`src/rtl/txr_pkg.sv`:
```
package txr_pkg;
  typedef enum logic [2:0] {
    ST_IDLE, ST_HDR, ST_PTR, ST_DATA, ST_EMIT, ST_WB
  } txr_state_e;

  localparam int unsigned FLAG_READY = 15;
  localparam int unsigned FLAG_WRAP  = 13;
  localparam int unsigned FLAG_LAST  = 11;

  localparam logic [1:0] SEL_CTRL  = 2'd0;
  localparam logic [1:0] SEL_BASE  = 2'd1;
  localparam logic [1:0] SEL_START = 2'd2;
endpackage

```
`src/rtl/txr_cfg.sv`:
```
module txr_cfg
  import txr_pkg::*;
#(
  parameter int unsigned AW = 32
) (
  input  logic          clk_i,
  input  logic          rst_ni,
  input  logic          we_i,
  input  logic [1:0]    sel_i,
  input  logic [31:0]   wdata_i,
  output logic [AW-1:0] base_o,
  output logic          base_ld_o,
  output logic [AW-1:0] base_val_o,
  output logic          start_o
);
  logic en_q;
  logic unused_wd;

  assign unused_wd  = wdata_i[0];
  assign base_val_o = {wdata_i[AW-1:2], 2'b00};
  assign base_ld_o  = we_i && (sel_i == SEL_BASE);
  assign start_o    = we_i && (sel_i == SEL_START) && en_q;

  always_ff @(posedge clk_i or negedge rst_ni) begin
    if (!rst_ni) begin
      en_q   <= 1'b0;
      base_o <= '0;
    end else begin
      if (we_i && sel_i == SEL_CTRL) en_q <= wdata_i[1];
      if (base_ld_o) base_o <= base_val_o;
    end
  end
endmodule

```
`src/rtl/txr_clamp.sv`:
```
module txr_clamp #(
  parameter int unsigned LEN_W     = 16,
  parameter int unsigned ACC_W     = 11,
  parameter int unsigned MAX_FRAME = 2032
) (
  input  logic [ACC_W-1:0] acc_i,
  input  logic [LEN_W-1:0] len_i,
  output logic [LEN_W-1:0] eff_o,
  output logic             over_o
);
  localparam logic [LEN_W:0] MAX_V = (LEN_W+1)'(MAX_FRAME);

  logic [LEN_W:0] acc_x;
  logic [LEN_W:0] sum;
  logic [LEN_W:0] room;

  assign acc_x  = {{(LEN_W+1-ACC_W){1'b0}}, acc_i};
  assign sum    = acc_x + {1'b0, len_i};
  assign room   = MAX_V - acc_x;
  assign over_o = sum > MAX_V;
  assign eff_o  = over_o ? room[LEN_W-1:0] : len_i;
endmodule

```
`src/rtl/txr_frame_out.sv`:
```
module txr_frame_out (
  input  logic       clk_i,
  input  logic       rst_ni,
  input  logic       push_i,
  input  logic [7:0] byte_i,
  input  logic       close_i,
  output logic       valid_o,
  output logic [7:0] data_o,
  output logic       last_o
);
  // one byte held back so the frame close can tag it
  logic       hold_vld_q;
  logic [7:0] hold_q;

  always_ff @(posedge clk_i or negedge rst_ni) begin
    if (!rst_ni) begin
      hold_vld_q <= 1'b0;
      hold_q     <= '0;
      valid_o    <= 1'b0;
      data_o     <= '0;
      last_o     <= 1'b0;
    end else begin
      valid_o <= 1'b0;
      last_o  <= 1'b0;
      if (push_i) begin
        if (hold_vld_q) begin
          valid_o <= 1'b1;
          data_o  <= hold_q;
        end
        hold_q     <= byte_i;
        hold_vld_q <= 1'b1;
      end else if (close_i && hold_vld_q) begin
        valid_o    <= 1'b1;
        data_o     <= hold_q;
        last_o     <= 1'b1;
        hold_vld_q <= 1'b0;
      end
    end
  end
endmodule

```
`src/rtl/tx_ring_walker.sv`:
```
module tx_ring_walker
  import txr_pkg::*;
#(
  parameter int unsigned AW        = 32,
  parameter int unsigned LEN_W     = 16,
  parameter int unsigned MAX_FRAME = 2032
) (
  input  logic          clk_i,
  input  logic          rst_ni,
  input  logic          reg_we_i,
  input  logic [1:0]    reg_sel_i,
  input  logic [31:0]   reg_wdata_i,
  output logic          mem_req_o,
  output logic          mem_we_o,
  output logic [AW-1:0] mem_addr_o,
  output logic [31:0]   mem_wdata_o,
  input  logic          mem_ack_i,
  input  logic [31:0]   mem_rdata_i,
  output logic          tx_valid_o,
  output logic [7:0]    tx_data_o,
  output logic          tx_last_o,
  output logic          ev_buf_o,
  output logic          ev_frame_o,
  output logic          ev_babble_o,
  output logic          busy_o,
  output logic [AW-1:0] desc_ptr_o
);
  localparam int unsigned ACC_W = $clog2(MAX_FRAME + 1);

  txr_state_e       st_q;
  logic [AW-1:0]    ptr_q, buf_q;
  logic [15:0]      flags_q, len_q;
  logic [LEN_W-1:0] rem_q, eff_len;
  logic [ACC_W-1:0] acc_q;
  logic [31:0]      word_q;
  logic [7:0]       cur_byte;
  logic             over, push, close;
  logic [AW-1:0]    base, base_val;
  logic             base_ld, start;
  logic             ev_buf_q, ev_frame_q, ev_babble_q;

  txr_cfg #(.AW(AW)) u_cfg (
    .clk_i, .rst_ni,
    .we_i(reg_we_i), .sel_i(reg_sel_i), .wdata_i(reg_wdata_i),
    .base_o(base), .base_ld_o(base_ld), .base_val_o(base_val), .start_o(start)
  );

  txr_clamp #(.LEN_W(LEN_W), .ACC_W(ACC_W), .MAX_FRAME(MAX_FRAME)) u_clamp (
    .acc_i(acc_q), .len_i(mem_rdata_i[LEN_W-1:0]), .eff_o(eff_len), .over_o(over)
  );

  always_comb begin
    case (buf_q[1:0])
      2'd0:    cur_byte = word_q[31:24];
      2'd1:    cur_byte = word_q[23:16];
      2'd2:    cur_byte = word_q[15:8];
      default: cur_byte = word_q[7:0];
    endcase
  end

  assign push  = (st_q == ST_EMIT);
  assign close = (st_q == ST_WB) && mem_ack_i && flags_q[FLAG_LAST];

  txr_frame_out u_out (
    .clk_i, .rst_ni,
    .push_i(push), .byte_i(cur_byte), .close_i(close),
    .valid_o(tx_valid_o), .data_o(tx_data_o), .last_o(tx_last_o)
  );

  always_comb begin
    mem_req_o   = 1'b1;
    mem_we_o    = 1'b0;
    mem_addr_o  = ptr_q;
    mem_wdata_o = {flags_q & ~(16'h1 << FLAG_READY), len_q};
    case (st_q)
      ST_HDR:  mem_addr_o = ptr_q;
      ST_PTR:  mem_addr_o = ptr_q + AW'(4);
      ST_DATA: mem_addr_o = {buf_q[AW-1:2], 2'b00};
      ST_WB:   mem_we_o   = 1'b1;
      default: mem_req_o  = 1'b0;
    endcase
  end

  always_ff @(posedge clk_i or negedge rst_ni) begin
    if (!rst_ni) begin
      st_q        <= ST_IDLE;
      ptr_q       <= '0;
      buf_q       <= '0;
      flags_q     <= '0;
      len_q       <= '0;
      rem_q       <= '0;
      acc_q       <= '0;
      word_q      <= '0;
      ev_buf_q    <= 1'b0;
      ev_frame_q  <= 1'b0;
      ev_babble_q <= 1'b0;
    end else begin
      ev_buf_q    <= 1'b0;
      ev_frame_q  <= 1'b0;
      ev_babble_q <= 1'b0;
      case (st_q)
        ST_IDLE: if (start) st_q <= ST_HDR;
        ST_HDR: if (mem_ack_i) begin
          flags_q <= mem_rdata_i[31:16];
          if (!mem_rdata_i[16+FLAG_READY]) begin
            st_q <= ST_IDLE;
          end else begin
            len_q       <= mem_rdata_i[15:0];
            rem_q       <= eff_len;
            ev_babble_q <= over;
            st_q        <= ST_PTR;
          end
        end
        ST_PTR: if (mem_ack_i) begin
          buf_q <= mem_rdata_i[AW-1:0];
          st_q  <= (rem_q == '0) ? ST_WB : ST_DATA;
        end
        ST_DATA: if (mem_ack_i) begin
          word_q <= mem_rdata_i;
          st_q   <= ST_EMIT;
        end
        ST_EMIT: begin
          buf_q <= buf_q + AW'(1);
          rem_q <= rem_q - LEN_W'(1);
          acc_q <= acc_q + ACC_W'(1);
          if (rem_q == LEN_W'(1))     st_q <= ST_WB;
          else if (buf_q[1:0] == 2'b11) st_q <= ST_DATA;
        end
        ST_WB: if (mem_ack_i) begin
          ev_buf_q <= 1'b1;
          if (flags_q[FLAG_LAST]) begin
            ev_frame_q <= 1'b1;
            acc_q      <= '0;
          end
          ptr_q <= flags_q[FLAG_WRAP] ? base : ptr_q + AW'(8);
          st_q  <= ST_HDR;
        end
        default: st_q <= ST_IDLE;
      endcase
      if (base_ld) ptr_q <= base_val;
    end
  end

  assign ev_buf_o    = ev_buf_q;
  assign ev_frame_o  = ev_frame_q;
  assign ev_babble_o = ev_babble_q;
  assign busy_o      = (st_q != ST_IDLE);
  assign desc_ptr_o  = ptr_q;
endmodule

```
`config.mk`:
```
export PLATFORM = sky130hd
export DESIGN_NAME = tx_ring_walker
export DESIGN_NICKNAME = d
export VERILOG_FILES = /design/src/rtl/txr_pkg.sv /design/src/rtl/txr_cfg.sv /design/src/rtl/txr_clamp.sv /design/src/rtl/txr_frame_out.sv /design/src/rtl/tx_ring_walker.sv
export SDC_FILE = /design/constraint.sdc
export NUM_CORES = 1
export LEC_CHECK = 0
export ABC_CLOCK_PERIOD_IN_PS = 3540
export BUFFER_PORTS_ARGS = -buffer_cell sky130_fd_sc_hd__buf_2
export CAP_MARGIN = 30
export CORE_UTILIZATION = 42
export CTS_CLUSTER_DIAMETER = 120
export DETAILED_ROUTE_END_ITERATION = 12
export GPL_ROUTABILITY_DRIVEN = 0
export GPL_TIMING_DRIVEN = 1
export PLACE_DENSITY = 0.7
export SLEW_MARGIN = 20
export SYNTH_ARGS = -nofsm -noshare
export SYNTH_HDL_FRONTEND = slang
export SYNTH_SLANG_ARGS = --single-unit
export TNS_END_PERCENT = 100
```
`constraint.sdc`:
```
create_clock -name clk_i -period 3.54 [get_ports clk_i]
set_clock_uncertainty 0.15 [all_clocks]
set_input_delay 0.708 -clock clk_i [delete_from_list [all_inputs] [get_ports clk_i]]
set_output_delay 0.708 -clock clk_i [all_outputs]
set_load 0.1 [all_outputs]
```
## Word level (Yosys, flattened, before mapping)

Index checks and enable logic that the tools add are counted.

| word-level totals | value |
|---|---|
| register bits | 210 |
| word-level logic and storage cells | 118 |

| operators by class | value |
|---|---|
| $add $sub $neg | 7 |
| muxes and demuxes | 44 |
| reduce and logical (&&, ||, !) cells | 28 |
| equality and inequality tests | 20 |
| order comparisons | 1 |

Operators with widths:

| operator | number |
|---|---|
| two-way mux 32 bit | 5 |
| case mux 32 bit (2 select lines) | 2 |
| two-way mux 16 bit | 3 |
| adder 32 x 1 -> 32 bit (second input constant) | 1 |
| adder 32 x 3 -> 32 bit (second input constant) | 1 |
| adder 32 x 4 -> 32 bit (second input constant) | 1 |
| case mux 16 bit (2 select lines) | 1 |
| two-way mux 3 bit | 8 |
| two-way mux 8 bit | 3 |
| case mux 8 bit (3 select lines) | 1 |
| two-way mux 11 bit | 2 |
| case mux 11 bit (2 select lines) | 1 |
| case mux 3 bit (6 select lines) | 1 |
| adder 11 x 16 -> 17 bit | 1 |
| greater-than comparator 17 x 11 -> 1 bit (second input constant) | 1 |
| == test 16 x 1 -> 1 bit (second input constant) | 1 |
| zero test 16 bit | 1 |
| two-way mux 1 bit | 16 |
| subtractor 16 x 1 -> 16 bit (second input constant) | 1 |
| inequality test 2 bit (second input constant) | 7 |
| nonzero test 2 bit | 6 |
| subtractor 11 x 11 -> 12 bit (first input constant) | 1 |
| adder 11 x 1 -> 11 bit (second input constant) | 1 |
| AND reduction 2 bit | 5 |
| other kinds (15) | 29 |

## Depth between registers and ports, before layout

Gate-level depths: netlist of run 1.

| logic depth | value |
|---|---|
| depth after elaboration | 6 |
| gate-level depth with buffers | 11 |
| gate-level depth less buffers | 10 |

## Cells and area by module

A second synthesis of run 1 with hierarchy kept.

| second synthesis, totals | value |
|---|---|
| cells, all modules | 1368 |
| area, all modules | 13016.2 um^2 |

By module, submodules not included:

| module | cells an instance | instances | area an instance (um^2) |
|---|---|---|---|
| tx_ring_walker | 1089 | 1 | 9710.6 |
| txr_cfg | 104 | 1 | 1567.8 |
| txr_clamp | 133 | 1 | 1036.0 |
| txr_frame_out | 42 | 1 | 701.9 |

## Worst setup path before layout of run 1

OpenSTA, ideal clock, no wires.

| timing | value |
|---|---|
| path kind | reg2out |
| start point | register ptr_q[4] (netlist: desc_ptr_o[4]) |
| end point | output mem_addr_o[23] |
| data required time | 2.682 ns |
| data arrival time | 4.887 ns |
| cell stages (with the launch flop) | 10 |
| slack | -2.205 ns |
| path through | dfrtp_1 > ha_1 > nand4_1 > nor2_1 > and3_1 > clkbuf_1 > nand4_1 > nor3_1 > a21oi_1 > o21ai_0 |

| between the ends | value |
|---|---|
| cells in the longest elaborated chain, start to end | 2 |

Ends and longest elaborated chain:

| element | RTL line | RTL |
|---|---|---|
| start, declared | tx_ring_walker.sv:31 | `logic [AW-1:0] ptr_q, buf_q;` |
| start signal, assigned | tx_ring_walker.sv:135 | `ptr_q <= flags_q[FLAG_WRAP] ? base : ptr_q + AW'(8);` |
| start signal, assigned | tx_ring_walker.sv:140 | `if (base_ld) ptr_q <= base_val;` |
| adder 32 x 3 -> 32 bit | tx_ring_walker.sv:77 | `ST_PTR: mem_addr_o = ptr_q + AW'(4);` |
| case mux 32 bit (2 select lines) | tx_ring_walker.sv:75 | `case (st_q)` |
| end, declared | tx_ring_walker.sv:15 | `output logic [AW-1:0] mem_addr_o,` |

No other way between the ends.

## Worst setup path after layout of run 1

| timing | value |
|---|---|
| start point | register ptr_q[3] (netlist: desc_ptr_o[3]) |
| end point | output mem_addr_o[17] |

The elaborated chain is that of the path after synthesis.

==> flow_summary.toml, run 1 <==
[placement]
dpl.hpwl_um = 27400
io_buffers = 175
placed_cells = 1948
placed_cell_area_mm2 = 0.0143

[clock_tree]
htreeDepth = 1
clkSinkCount = 208
cts_tree = "yes"
cts_root_buf = "clkbuf_16"
cts_hold_buffers = 0
numCtsBuffers = 24
ctsLongestPathBuffers = 3
clk_pin_slew_worst_paths_ns = 0.06
worstSkewPairLatency_ns = 0.52

[setup_path]
slowest_stage = "dfrtp_4"
r2r_end = "rem_q[3]"
path_cells = "ha_4 > nand4_1 > buf_4 > nor3_4 > and3_4 > a21oi_1 > a311oi_1 > a221o_2 > buf_12"
critPathKind = "register to primary output"
rr_worst_depth = 11
worstPathArrival_ns = 2.75
crit_path_max_incr_delay_ns = 0.47
end_kind = "primary output"
cp-start-kind = "register"
ff2ff_setup_slack_ns = 0.05
rr_startpoint = "acc_q[0]"
cp_max_fo = 6
worstPathRequired_ns = 2.68

[finish]
layout-drive-gt1-share_pct = 28.6
instances_no_fill = 2029
filler_cell_count = 2482
final_nets = 1724
multi_input_area_mm2 = 0.00671
syn2layout_area_growth_pct = 28.3
sequential_cell_area_mm2 = 0.00526
design_area_mm2 = 0.0155
final_util_pct = 55.3

[routing]
postRouteAntennaNets = 0
vias_per_cell = 5.91
wl_per_cell_um = 19.2
vias = 12001
routed_wl_um = 39000
drc = 0
drt_pre_antenna_iters = 6
drtIter0Drc = 1328

[yosys]
yosys_most_used_dff = "dfrtp_1"
synthTopCellsByArea = "dfrtp_1 43%, nand2_1 7.3%, mux2_2 4.9%"
synth_top_area_cell = "dfrtp_1"
syn_inst = 1418
yosysTopAreaCellShare_pct = 43.0
synth_commonest_cells = "236 x nand2_1, 208 x dfrtp_1, 134 x nor2_1"
synth.distinct_cells = 79
synth.most_common_cell = "nand2_1"
synth_area_mm2 = 0.0121
syn_avg_cell_area_um2 = 8.54
yosysWarnings = 0
seq_area_frac_synth_pct = 43.0
async_reset_ff_share_pct = 100
synth_edf_count = 0
ys_seq_elements = 208

[global_route]
grt_max_degree = 74
grt_util_all_layers_pct = 26.2
grt_pass1_vias = 11061
antenna_found_initial = 1
grt_overflow = 0
grt_pass1_wl_um = 60800

[floorplanning]
dieArea_mm2 = 0.0295
die_y_um = 172
core_area_mm2 = 0.0281
rows = 61
start_util_pct = 43.1
die_w_um = 172
io_pins = 182

[timing]
worst_slew_pin_slew_ns = 0.819
timing.final.hold_violations = 1
maxSlewViolCount = 0
fmax_ghz = 0.277
slew_headroom_pct = 44.9
whs_ns = -0.00270
setup_slack_ns = -0.0729
fin_crit_sh_pct = 102
period_needed_ns = 3.61
rsz0062_at_grt = "true"
setup_violations = 4

[run_status]
violations = "hold timing, setup timing"
status = "complete, but fails checks"

[hold_path]
hp-class = "input port to asynchronous set/reset pin"

[run]
cap_viol_max_count = 0
cells in the final DEF (no fill, tap or decap), drive strengths merged, types with 12 or more instances in the layout:
cell type,instances
a221o,18
mux2i,19
a22oi,13
nand4,30
mux2,53
nor3,46
dfrtp,208
xor2,12
o22ai,26
ha,21
o21ai,104
nor4,12
nand2,236
a211oi,12
and3,22
inv,31
buf,288
nand3,39
a21oi,118
nor2,135
a311oi,12
clkbuf,41
a31oi,14
sequential cells by signal (all words and copies together), names as in the netlist, 3 cells and up:
register	cells
buf_q	32
word_q	32
u_out.data_o	8
u_cfg.base_o	30
rem_q	16
acc_q	11
desc_ptr_o	30
st_q	3
flags_q	15
len_q	16
u_out.hold_q	8
cell type report:
class	count	area share [%]
clock buffers	39	4.75
well taps	378	3.04
multi-input cells	1076	43.2
clock inverters	5	0.322
repair buffers	290	14.1
inverters	32	0.773
diodes	1	0.0161
flip-flops and latches	208	33.8
cell families after synthesis:
logic type / Yosys count / synth area share [%]
XOR/XNOR: 21 / 1.52
buffers and inverters: 138 / 4.65
multiplexers: 72 / 6.50
adder cells (fa/ha/maj): 22 / 2.33
flip-flops: 208 / 43.0
other: 1 / 0.0310
AO/OA/AOI/OAI: 388 / 20.5
AND/OR/NAND/NOR: 568 / 21.5
worst max-delay path: cells and delay by family (launching register included):
kind / cells / cell delay (ns)
flip-flops: 1 / 0.47
adder cells (fa/ha/maj): 1 / 0.15
buffers and inverters: 2 / 0.42
AO/OA/AOI/OAI: 3 / 0.59
AND/OR/NAND/NOR: 3 / 0.61
routing by layer:
metal  global-route usage [%]  wire, um  vias up
met5                        0         0        -
met2                     41.5     17600      628
met3                     4.03      3290       83
li1                         -         -     5568
met4                     8.35      1160        0
met1                     36.6     16900     5722
worst max-delay path by stage:
stage | start | end | slack (ns)
after floorplan | desc_ptr_o[3] | mem_addr_o[8] | -0.26
after global placement | mem_rdata_i[0] | rem_q[13] | -0.37
after detailed placement | mem_rdata_i[0] | rem_q[3] | -0.43
after CTS | desc_ptr_o[3] | mem_addr_o[17] | -0.02
after global routing | desc_ptr_o[3] | mem_addr_o[31] | -0.14
final | desc_ptr_o[3] | mem_addr_o[17] | -0.07
metrics by stage:
stage                     hold WS [ns]  setup TNS [ns]  setup slack, ns
after floorplan                  0.262          -0.361           -0.259
after global placement           0.304           -4.69           -0.372
after detailed placement         0.303           -5.22           -0.431
after CTS                      0.00808         -0.0627          -0.0189
after global routing            0.0231          -0.939           -0.135
final                         -0.00270          -0.158          -0.0729
timing repair:
item                                    in CTS  in global routing
gates cloned                                 0                  0
resized for setup                           19                 24
buffers inserted                            16                 20
endpoints found under the hold margin        0                  0
endpoints found under the setup margin      16                 27
pin swaps                                   15                 20
Power of run 1 is not shown: default switching activity piles up to over one toggle a cycle in this logic, so the estimate is an artifact.
==> run 2: changes to the inputs <==
RECOVER_POWER = 50   (was default)
==> flow_summary.toml, run 2 (synthesis gave the netlist of run 1 again) <==
[floorplanning]
rows = 61
io_pins = 182
start_util_pct = 43.1
die_y_um = 172
core_area_mm2 = 0.0281
dieArea_mm2 = 0.0295
die_w_um = 172

[clock_tree]
clkSinkCount = 208
numCtsBuffers = 24
clk_pin_slew_worst_paths_ns = 0.06
htreeDepth = 1
cts_root_buf = "clkbuf_16"
cts_tree = "yes"
worstSkewPairLatency_ns = 0.52
ctsLongestPathBuffers = 3

[global_route]
grt_pass1_vias = 11061
grt_util_all_layers_pct = 26.2
antenna_found_initial = 1
grt_overflow = 0
grt_max_degree = 74
grt_pass1_wl_um = 60800

[finish]
layout_commonest_cell = "nand2_1"
final_util_pct = 55.1
syn2layout_area_growth_pct = 27.8
filler_cell_count = 2496
layout-drive-gt1-share_pct = 27.9
top_regs = "buf_q x32, word_q x32"
layout_common_cells = "235 x nand2_1, 187 x dfrtp_1, 145 x buf_2"
final_nets = 1724
design_area_mm2 = 0.0155

[timing]
slew_headroom_pct = -23.5
timing.final.hold_violations = 10
whs_ns = -0.00970
fmax_ghz = 0.279
maxSlewViolCount = 108
setup_violations = 5
fin_crit_sh_pct = 101
setup_slack_ns = -0.0379
period_needed_ns = 3.58
rsz0062_at_grt = "true"
worst_slew_pin_slew_ns = 1.85

[setup_path]
crit_path_max_incr_delay_ns = 0.47
crit_family = "simple AND/OR/NAND/NOR gates"
startpoint = "desc_ptr_o[3]"
path_cells = "ha_4 > nand4_1 > buf_4 > nor3_4 > and3_4 > a21oi_1 > a311oi_1 > a221o_2 > buf_12"
worstPathRequired_ns = 2.68
cp-start-kind = "register"
worstPathArrival_ns = 2.72
cp_max_fo = 6
rr_startpoint = "acc_q[0]"
rr_worst_depth = 11
critPathKind = "register to primary output"
slowest_stage = "dfrtp_4"
crit_buf_inv = 2
r2r_end = "rem_q[3]"
end_kind = "primary output"
ff2ff_setup_slack_ns = 0.05

[routing]
wl_per_cell_um = 19.2
vias = 12001
drt_pre_antenna_iters = 5
drtIter0Drc = 1389
top_layer = "met4"
dr_wl_met3_um = 3490
postRouteAntennaNets = 0
drc = 0
routed_wl_um = 38900
wl_met2_um = 17600
m1WireLength_um = 16600
vias_per_cell = 5.91

[placement]
placed_cell_area_mm2 = 0.0143
dpl_worst_slack_ns = -0.431
io_buffers = 175
dpl.hpwl_um = 27400

[hold_path]
hp-class = "input port to asynchronous set/reset pin"

[run]
cap_viol_max_count = 2

[run_status]
violations = "hold timing, capacitance limit, slew limit, setup timing"
status = "complete, but fails checks"
[run 2: routing by layer]
| metal | vias up | global-route usage (%) |
|---|---|---|
| met5 | - | 0 |
| met4 | 0 | 8.35 |
| met3 | 93 | 4.03 |
| met2 | 631 | 41.5 |
| met1 | 5714 | 36.6 |
| li1 | 5563 | - |
[run 2: cell type report]
type	count	area (um^2)	area share (%)
repair buffers	290	2150	13.9
inverters	32	120	0.776
clock inverters	5	50.0	0.323
diodes	1	2.50	0.0162
clock buffers	39	738	4.77
multi-input cells	1076	6700	43.2
flip-flops and latches	208	5260	33.9
well taps	378	473	3.05
[run 2: worst max-delay path by stage]
| stage | endpoint | slack (ns) | cells past startpoint |
|---|---|---|---|
| final | mem_addr_o[17] | -0.04 | 9 |
| after global routing | mem_addr_o[31] | -0.14 | 11 |
| after floorplan | mem_addr_o[8] | -0.26 | 7 |
| after detailed placement | rem_q[3] | -0.43 | 12 |
| after global placement | rem_q[13] | -0.37 | 12 |
| after CTS | mem_addr_o[17] | -0.02 | 9 |
[run 2: what timing repair did]
action | CTS | global route
hold buffers | 0 | 0
endpoints found under the setup margin | 16 | 27
resized for setup | 19 | 24
hold endpoints to repair | 0 | 0
pin swaps | 15 | 20
buffers inserted | 16 | 20
[run 2: per-stage QoR]
| stage | setup TNS, ns | std cells |
|---|---|---|
| final | -0.140 | 2029 |
| after global routing | -1.02 | 2028 |
| after CTS | -0.0627 | 2008 |
| after detailed placement | -5.22 | 1948 |
| after global placement | -4.69 | 1948 |
| after floorplan | -0.361 | 1422 |
Power of run 2 is left out for the same reason.
